--- config.mk ---
export PLATFORM = sky130hd
export DESIGN_NAME = hpc_cmd_ctrl
export DESIGN_NICKNAME = d
export VERILOG_FILES = /design/src/rtl/hpc_cmd_pkg.sv /design/src/rtl/hpc_cmd_decode.sv /design/src/rtl/hpc_slot_apply.sv /design/src/rtl/hpc_slot_bank.sv /design/src/rtl/hpc_cmd_ctrl.sv
export SDC_FILE = /design/constraint.sdc
export NUM_CORES = 1
export LEC_CHECK = 0
export BUFFER_PORTS_ARGS = -buffer_cell sky130_fd_sc_hd__buf_2
export CAP_MARGIN = 25
export CORE_MARGIN = 2
export CORE_UTILIZATION = 40
export CTS_BUF_LIST = sky130_fd_sc_hd__clkbuf_4 sky130_fd_sc_hd__clkbuf_8 sky130_fd_sc_hd__clkbuf_16
export DETAILED_ROUTE_END_ITERATION = 8
export PLACE_DENSITY_LB_ADDON = 0.1
export SLEW_MARGIN = 20
export SYNTH_ARGS = -nofsm -noshare
export SYNTH_HDL_FRONTEND = slang
export SYNTH_SLANG_ARGS = --single-unit
--- constraint.sdc ---
create_clock -name clk -period 3.7 [get_ports clk]
set_input_delay 0.185 -clock clk [delete_from_list [all_inputs] [get_ports clk]]
set_output_delay 0.185 -clock clk [all_outputs]
set_load 0.01 [all_outputs]
--- src/rtl/hpc_cmd_pkg.sv ---
package hpc_cmd_pkg;
  localparam logic [1:0] ST_NONE   = 2'd0;
  localparam logic [1:0] ST_PWR    = 2'd1;
  localparam logic [1:0] ST_EN     = 2'd2;
  localparam logic [1:0] ST_DIS    = 2'd3;
  localparam logic [1:0] LED_NONE  = 2'd0;
  localparam logic [1:0] LED_ON    = 2'd1;
  localparam logic [1:0] LED_OFF   = 2'd3;
  localparam logic [1:0] PRS_LOW   = 2'd0;
  localparam logic [1:0] PRS_EMPTY = 2'd3;

  typedef enum logic [2:0] {
    K_SLOT, K_SPEED, K_BULK_PWR, K_BULK_EN, K_BAD
  } cmd_kind_e;

  typedef struct packed {
    logic [1:0] st;
    logic [1:0] pwr;
    logic [1:0] attn;
  } slot_ctl_t;
endpackage

--- src/rtl/hpc_cmd_decode.sv ---
module hpc_cmd_decode
  import hpc_cmd_pkg::*;
(
  input  logic [7:0] code,
  output cmd_kind_e  kind,
  output slot_ctl_t  req,
  output logic [2:0] speed
);
  always_comb begin
    req.st   = code[1:0];
    req.pwr  = code[3:2];
    req.attn = code[5:4];
    speed    = code[2:0];
    if (code[7:6] == 2'b00)          kind = K_SLOT;
    else if (code[7:3] == 5'b01000)  kind = K_SPEED;
    else if (code == 8'h48)          kind = K_BULK_PWR;
    else if (code == 8'h49)          kind = K_BULK_EN;
    else                             kind = K_BAD;
  end
endmodule

--- src/rtl/hpc_slot_apply.sv ---
module hpc_slot_apply
  import hpc_cmd_pkg::*;
(
  input  slot_ctl_t cur,
  input  slot_ctl_t req,
  output slot_ctl_t nxt,
  output logic      reject,
  output logic      turn_off
);
  logic was_off;
  logic is_off;

  always_comb begin
    reject   = (cur.st == ST_EN) && (req.st == ST_PWR);
    nxt.st   = (req.st   == ST_NONE)  ? cur.st   : req.st;
    nxt.pwr  = (req.pwr  == LED_NONE) ? cur.pwr  : req.pwr;
    nxt.attn = (req.attn == LED_NONE) ? cur.attn : req.attn;
    was_off  = (cur.st == ST_DIS) && (cur.pwr == LED_OFF);
    is_off   = (nxt.st == ST_DIS) && (nxt.pwr == LED_OFF);
    turn_off = !reject && !was_off && is_off;
  end
endmodule

--- src/rtl/hpc_slot_bank.sv ---
module hpc_slot_bank
  import hpc_cmd_pkg::*;
#(
  parameter int NSLOT = 8,
  parameter int IDXW  = 3
)(
  input  logic                  clk,
  input  logic                  rst_n,
  input  logic                  upd_en,
  input  logic [IDXW-1:0]       upd_idx,
  input  slot_ctl_t             upd_ctl,
  input  logic                  upd_off,
  input  logic                  mrl_wr_en,
  input  logic [IDXW-1:0]       mrl_wr_idx,
  input  logic                  mrl_wr_open,
  input  logic [NSLOT-1:0]      evt_clr,
  output slot_ctl_t [NSLOT-1:0] ctl,
  output logic [NSLOT-1:0]      mrl_open,
  output logic [2*NSLOT-1:0]    prsnt,
  output logic [NSLOT-1:0]      evt_mrl,
  output logic [NSLOT-1:0]      evt_prsnt
);
  for (genvar i = 0; i < NSLOT; i++) begin : g_slot
    slot_ctl_t  ctl_q, ctl_d;
    logic       mrl_q, mrl_d;
    logic [1:0] prs_q, prs_d;
    logic       em_q, em_d, ep_q, ep_d;
    logic       hit_upd, hit_mrl, slot_we;

    assign hit_upd = upd_en    && (upd_idx    == IDXW'(i));
    assign hit_mrl = mrl_wr_en && (mrl_wr_idx == IDXW'(i));
    assign slot_we = hit_upd || hit_mrl || evt_clr[i];

    always_comb begin
      ctl_d = ctl_q;
      mrl_d = mrl_q;
      prs_d = prs_q;
      em_d  = em_q & ~evt_clr[i];
      ep_d  = ep_q & ~evt_clr[i];
      if (hit_mrl) begin
        mrl_d = mrl_wr_open;
        prs_d = mrl_wr_open ? PRS_EMPTY : PRS_LOW;
      end
      if (hit_upd) begin
        ctl_d = upd_ctl;
        if (upd_off) begin
          mrl_d = 1'b1;
          prs_d = PRS_EMPTY;
          em_d  = 1'b1;
          ep_d  = 1'b1;
        end
      end
    end

    always_ff @(posedge clk or negedge rst_n) begin
      if (!rst_n) begin
        ctl_q <= slot_ctl_t'{st: ST_DIS, pwr: LED_OFF, attn: LED_OFF};
        mrl_q <= 1'b1;
        prs_q <= PRS_EMPTY;
        em_q  <= 1'b0;
        ep_q  <= 1'b0;
      end else if (slot_we) begin
        ctl_q <= ctl_d;
        mrl_q <= mrl_d;
        prs_q <= prs_d;
        em_q  <= em_d;
        ep_q  <= ep_d;
      end
    end

    assign ctl[i]         = ctl_q;
    assign mrl_open[i]    = mrl_q;
    assign prsnt[2*i +: 2] = prs_q;
    assign evt_mrl[i]     = em_q;
    assign evt_prsnt[i]   = ep_q;
  end
endmodule

--- src/rtl/hpc_cmd_ctrl.sv ---
module hpc_cmd_ctrl
  import hpc_cmd_pkg::*;
#(
  parameter  int NSLOT = 8,
  localparam int IDXW  = (NSLOT > 1) ? $clog2(NSLOT) : 1
)(
  input  logic                 clk,
  input  logic                 rst_n,
  input  logic                 cmd_valid,
  input  logic [7:0]           cmd_code,
  input  logic [7:0]           cmd_target,
  input  logic                 mrl_wr_en,
  input  logic [IDXW-1:0]      mrl_wr_idx,
  input  logic                 mrl_wr_open,
  input  logic [NSLOT-1:0]     evt_clr,
  input  logic                 det_clr,
  output logic [2*NSLOT-1:0]   slot_state,
  output logic [2*NSLOT-1:0]   slot_pwr_led,
  output logic [2*NSLOT-1:0]   slot_attn_led,
  output logic [NSLOT-1:0]     slot_mrl_open,
  output logic [2*NSLOT-1:0]   slot_prsnt,
  output logic [NSLOT-1:0]     evt_mrl,
  output logic [NSLOT-1:0]     evt_prsnt,
  output logic                 sts_busy,
  output logic                 sts_inv_cmd,
  output logic                 sts_inv_mode,
  output logic                 cmd_detected,
  output logic [2:0]           bus_speed,
  output logic                 rm_req,
  output logic [IDXW-1:0]      rm_idx
);
  localparam logic [4:0]      TGT_MAX  = 5'(NSLOT);
  localparam logic [IDXW-1:0] LAST_IDX = IDXW'(NSLOT - 1);

  cmd_kind_e             kind;
  slot_ctl_t             dec_req, req, bulk_req, cur, nxt;
  slot_ctl_t [NSLOT-1:0] ctl;
  logic [2:0]            dec_speed;
  logic                  reject, turn_off, upd_en;
  logic                  accept, tgt_ok, any_en, cur_mrl;
  logic [4:0]            tgt, tgt_m1;
  logic [IDXW-1:0]       sel_idx;

  logic                  busy_q, busy_d, bulk_en_q, bulk_en_d;
  logic [IDXW-1:0]       idx_q, idx_d, rm_idx_q, rm_idx_d;
  logic                  inv_cmd_q, inv_cmd_d, inv_mode_q, inv_mode_d;
  logic                  det_q, det_d, rm_q, rm_d;
  logic [2:0]            speed_q, speed_d;

  hpc_cmd_decode u_dec (
    .code (cmd_code),
    .kind (kind),
    .req  (dec_req),
    .speed(dec_speed)
  );

  assign accept  = cmd_valid && !busy_q;
  assign tgt     = cmd_target[4:0];
  assign tgt_m1  = tgt - 5'd1;
  assign tgt_ok  = (tgt != 5'd0) && (tgt <= TGT_MAX);
  assign sel_idx = busy_q ? idx_q : tgt_m1[IDXW-1:0];

  always_comb begin
    cur     = '0;
    cur_mrl = 1'b0;
    any_en  = 1'b0;
    for (int i = 0; i < NSLOT; i++) begin
      if (sel_idx == IDXW'(i)) begin
        cur     = ctl[i];
        cur_mrl = slot_mrl_open[i];
      end
      if (ctl[i].st == ST_EN) any_en = 1'b1;
    end
  end

  always_comb begin
    bulk_req.attn = LED_NONE;
    if (cur_mrl) begin
      bulk_req.st  = ST_NONE;
      bulk_req.pwr = LED_OFF;
    end else begin
      bulk_req.st  = bulk_en_q ? ST_EN : ST_PWR;
      bulk_req.pwr = LED_ON;
    end
    req = busy_q ? bulk_req : dec_req;
  end

  hpc_slot_apply u_apply (
    .cur     (cur),
    .req     (req),
    .nxt     (nxt),
    .reject  (reject),
    .turn_off(turn_off)
  );

  assign upd_en = busy_q ? !reject
                         : (accept && (kind == K_SLOT) && tgt_ok && !reject);

  hpc_slot_bank #(.NSLOT(NSLOT), .IDXW(IDXW)) u_bank (
    .clk        (clk),
    .rst_n      (rst_n),
    .upd_en     (upd_en),
    .upd_idx    (sel_idx),
    .upd_ctl    (nxt),
    .upd_off    (turn_off),
    .mrl_wr_en  (mrl_wr_en),
    .mrl_wr_idx (mrl_wr_idx),
    .mrl_wr_open(mrl_wr_open),
    .evt_clr    (evt_clr),
    .ctl        (ctl),
    .mrl_open   (slot_mrl_open),
    .prsnt      (slot_prsnt),
    .evt_mrl    (evt_mrl),
    .evt_prsnt  (evt_prsnt)
  );

  always_comb begin
    busy_d     = busy_q;
    bulk_en_d  = bulk_en_q;
    idx_d      = idx_q;
    inv_cmd_d  = inv_cmd_q;
    inv_mode_d = inv_mode_q;
    speed_d    = speed_q;
    det_d      = det_q & ~det_clr;
    rm_d       = upd_en && turn_off;
    rm_idx_d   = sel_idx;
    if (accept) begin
      inv_cmd_d  = 1'b0;
      inv_mode_d = 1'b0;
      unique case (kind)
        K_SLOT: begin
          inv_cmd_d = !tgt_ok || reject;
          det_d     = 1'b1;
        end
        K_SPEED: begin
          if (dec_speed == 3'd0) speed_d = dec_speed;
          else                   inv_mode_d = 1'b1;
          det_d = 1'b1;
        end
        K_BULK_PWR, K_BULK_EN: begin
          if (any_en) begin
            inv_cmd_d = 1'b1;
            det_d     = 1'b1;
          end else begin
            busy_d    = 1'b1;
            idx_d     = '0;
            bulk_en_d = (kind == K_BULK_EN);
          end
        end
        default: begin
          inv_cmd_d = 1'b1;
          det_d     = 1'b1;
        end
      endcase
    end else if (busy_q) begin
      if (idx_q == LAST_IDX) begin
        busy_d = 1'b0;
        det_d  = 1'b1;
      end else begin
        idx_d = idx_q + 1'b1;
      end
    end
  end

  always_ff @(posedge clk or negedge rst_n) begin
    if (!rst_n) begin
      busy_q     <= 1'b0;
      bulk_en_q  <= 1'b0;
      idx_q      <= '0;
      inv_cmd_q  <= 1'b0;
      inv_mode_q <= 1'b0;
      det_q      <= 1'b0;
      speed_q    <= 3'd0;
      rm_q       <= 1'b0;
      rm_idx_q   <= '0;
    end else begin
      busy_q     <= busy_d;
      bulk_en_q  <= bulk_en_d;
      idx_q      <= idx_d;
      inv_cmd_q  <= inv_cmd_d;
      inv_mode_q <= inv_mode_d;
      det_q      <= det_d;
      speed_q    <= speed_d;
      rm_q       <= rm_d;
      rm_idx_q   <= rm_idx_d;
    end
  end

  for (genvar g = 0; g < NSLOT; g++) begin : g_flat
    assign slot_state[2*g +: 2]    = ctl[g].st;
    assign slot_pwr_led[2*g +: 2]  = ctl[g].pwr;
    assign slot_attn_led[2*g +: 2] = ctl[g].attn;
  end

  assign sts_busy     = busy_q;
  assign sts_inv_cmd  = inv_cmd_q;
  assign sts_inv_mode = inv_mode_q;
  assign cmd_detected = det_q;
  assign bus_speed    = speed_q;
  assign rm_req       = rm_q;
  assign rm_idx       = rm_idx_q;
endmodule

==> results.sh <==
export IMPL_combPwrFrac=0.233
export IMPL_p_int_uw=2200
export IMPL_post_route_min_period_ps=3330
export IMPL_final_area_um2=6790
export IMPL_routedWlPerCell_um=20.0
export IMPL_min_from="evt_clr[2]"
export IMPL_fp_dieH_um=122
export IMPL_clock_latency_ps=350
export IMPL_overflow=0
export IMPL_grt_first_pass_wirelength_um=27000
export IMPL_place_hpwl_um=13300
export IMPL_cpPeakStageDelay_ps=600
export IMPL_die_area_um2=14900
export IMPL_relSlewSlack=0.496
export IMPL_cts_htree_levels=3
export IMPL_vias=4924
export IMPL_end_kind="flop"
export IMPL_skew_ps=8.80
export IMPL_syn_to_final_growth_pct=21.6
export IMPL_drc=0
export IMPL_placed_area_um2=6490
export IMPL_antenna_found_initial=0
export IMPL_startpoint="sts_busy"
export IMPL_start_util=0.405
export IMPL_netSwitchingFraction=0.310
export IMPL_use_met1=0.328
export IMPL_hp_class="input pin to flop"
export IMPL_track_usage=0.240
export IMPL_finalNetCount=727
export IMPL_maxSlewViolCount=0
export IMPL_grt_pass1_vias=4893
export IMPL_hold_viol=0
export IMPL_synth_edff_count=0
export IMPL_dieWidth_um=122
export IMPL_slowest_stage="nor2_1"
export IMPL_avgViaCountPerCell=5.63
export IMPL_fill_cells=1356
export IMPL_synth_cells=555
export IMPL_fmax_mhz=300
export IMPL_power_uw=3180
export IMPL_portBuffers=128
export IMPL_cts_buffers=9
export IMPL_async_reset_ff_frac=1.00
export IMPL_drv_cap=0
export IMPL_yosysMostFrequentCell="dfstp_2"
export IMPL_layout_drive_gt1_share=0.456
export IMPL_cp_start_kind="flop"
export IMPL_synthFlopType="dfstp_2"
export IMPL_n_antenna_cell=0
export IMPL_cts_resized=0
export IMPL_syn_avg_cell_area_um2=10.1
export IMPL_post_cts_buffers=0
export IMPL_drt_initial_drc_count=411
export IMPL_crit_type="flop to flop"
export IMPL_worstMarginPinSlew_ps=756
export IMPL_gp_congestion=0.886
export IMPL_synth_cell_types=61
export IMPL_drtPass1Iterations=6
export IMPL_syn_num_nets=592
export IMPL_coreArea_um2=13800
export IMPL_ios=132
export IMPL_p_switching_uw=987
export IMPL_synth_seq_cells=103
export IMPL_cts_root_buf="clkbuf_16"
export IMPL_r2r_start="sts_busy"
export IMPL_cp_data_required_time_ps=3980
export IMPL_clkTransAtPathRegs_ps=70
export IMPL_ys_warn_count=0
export IMPL_top_usage_layer="met2"
export IMPL_met2_usage=0.390
export IMPL_path_cells="buf_4 -> and2_1 -> a22oi_1 -> a21oi_1 -> o41ai_1 -> or2_2 -> o41ai_4 -> nor2_1 -> mux2_2"
export IMPL_grt_max_degree=85
export IMPL_seqPwrFrac=0.480
export IMPL_p_per_area_nw_per_um2=469
export IMPL_fin_crit_sh=0.900
export IMPL_netlist_area_um2=5580
export IMPL_yosysTopAreaCell="dfstp_2"
export IMPL_arrival_ps=3600
export IMPL_hold_slack_ps=30.7
export IMPL_cts_buffer_depth=2
export IMPL_rows=43
export IMPL_rsz0062_at_grt="no"
export IMPL_status="finished, final reports clean"
export IMPL_drt_wl_total_um=17500
export IMPL_critPathBufInv=1
export IMPL_met3_usage=0.0332
export IMPL_synth_area_leaders="dfstp_2 (34%), dfrtp_1 (14%), mux2_2 (9.5%)"
export IMPL_cts_tree="yes"
export IMPL_leakagePower_uw=0.00300
export IMPL_ant_nets=0
export IMPL_yosysSeqAreaShare=0.478
export IMPL_critPathMaxFanout=10
export IMPL_max_vdd_ir_drop_mv=0.227
export IMPL_cts_sinks=103
export IMPL_ctsHoldBuffers=0
export IMPL_synth_top_area_share=0.339
export IMPL_synth_commonest_cells="dfstp_2 (72), o21ai_0 (52), mux2_2 (47)"
export IMPL_setup_violations=0
export IMPL_setup_tns_ps=0
export IMPL_clkPwrFrac=0.287
export IMPL_path_delay_family="compound AO/OA/AOI/OAI gates"
==> per-stage QoR <==
step | util | instances | setup slack [ps]
2_1_floorplan | - | 555 | 854
3_3_place_gp | 0.471 | 858 | 237
3_5_place_dp | 0.471 | 858 | 215
4_1_cts | 0.492 | 874 | 407
5_1_grt | 0.493 | 875 | 120
6_report | 0.493 | 875 | 371
==> cell families after synthesis <==
kind of cell             Yosys count  synth area share
AO/OA/AOI/OAI                    157             0.182
buffers and inverters             75            0.0688
AND/OR/NAND/NOR                  156             0.140
flip-flops                       103             0.478
multiplexers                      57             0.117
XOR/XNOR                           3           0.00605
adder cells (fa/ha/maj)            4           0.00896
==> layer usage <==
metal,vias to the layer above,routed length (um)
met5,-,0
met4,0,379
met3,33,782
met2,166,8350
met1,2447,7950
li1,2278,-
==> layout make-up <==
cell class / count / area, um2 / area share
flip-flops and latches: 103 / 2670 / 0.393
inverters: 31 / 116 / 0.0171
clock buffers: 12 / 254 / 0.0374
multi-input cells: 377 / 2530 / 0.373
well taps: 180 / 225 / 0.0332
repair buffers: 168 / 962 / 0.142
clock inverters: 4 / 30.0 / 0.00442
==> power by group through the flow <==
stage / sequential, uW / clock (uW) / combinational, uW
CTS: 1530 / 937 / 744
global placement: 1540 / 0 / 733
detailed placement: 1540 / 0 / 741
global route: 1550 / 988 / 819
finish: 1530 / 912 / 742
floorplan: 1540 / 0 / 383
==> cells in the final DEF, fill, tap and decap left out, types with 3 or more instances in the layout <==
master       n
buf_2      127
dfstp_2     72
o21ai_0     52
mux2_2      47
nand2_1     39
buf_4       38
nor2_1      36
dfrtp_1     31
inv_1       29
a21oi_1     29
o22ai_1     22
nor2b_1     15
nand3_1     15
nand4_1     12
nand2b_1    11
clkbuf_16    9
and3_1       8
mux2i_1      8
a32oi_1      6
nor3_1       5
a211oi_1     4
o221ai_1     4
a31oi_1      4
ha_1         4
or2_2        3
a211o_1      3
a22oi_1      3
o211ai_1     3
or3_1        3
==> state kept, by name, summed over array words and instances (netlist names) <==
signal,flops
sts_inv_mode,1
cmd_detected,1
bus_speed,3
u_bank.ctl,48
u_bank.g_slot.prs_q,16
bulk_en_q,1
idx_q,3
rm_req,1
sts_inv_cmd,1
u_bank.g_slot.em_q,8
u_bank.g_slot.ep_q,8
u_bank.g_slot.mrl_q,8
rm_idx,3
sts_busy,1
==> worst reg2reg max path, stage by stage, from the launching register on <==
cell and delay, ps:
dfrtp_1 460, buf_4 210, and2_1 150, a22oi_1 510
a21oi_1 130, o41ai_1 420, or2_2 230, o41ai_4 130
nor2_1 600, mux2_2 410
==> path summary, 6_finish.rpt <==
kind | slack [ps] | cells after the start | endpoint
setup / recovery | 370 | 9 | u_bank.ctl[23]
hold / removal | 30 | 2 | u_bank.g_slot[2].em_q
setup reg to reg | 370 | 9 | u_bank.ctl[23]
hold reg to reg | 480 | 2 | sts_inv_mode
max in group asynchronous | 2460 | 3 | u_bank.ctl[35]
min in group asynchronous | 440 | 2 | u_bank.g_slot[2].ep_q
No activity file was read; power rests on OpenSTA's default activity.
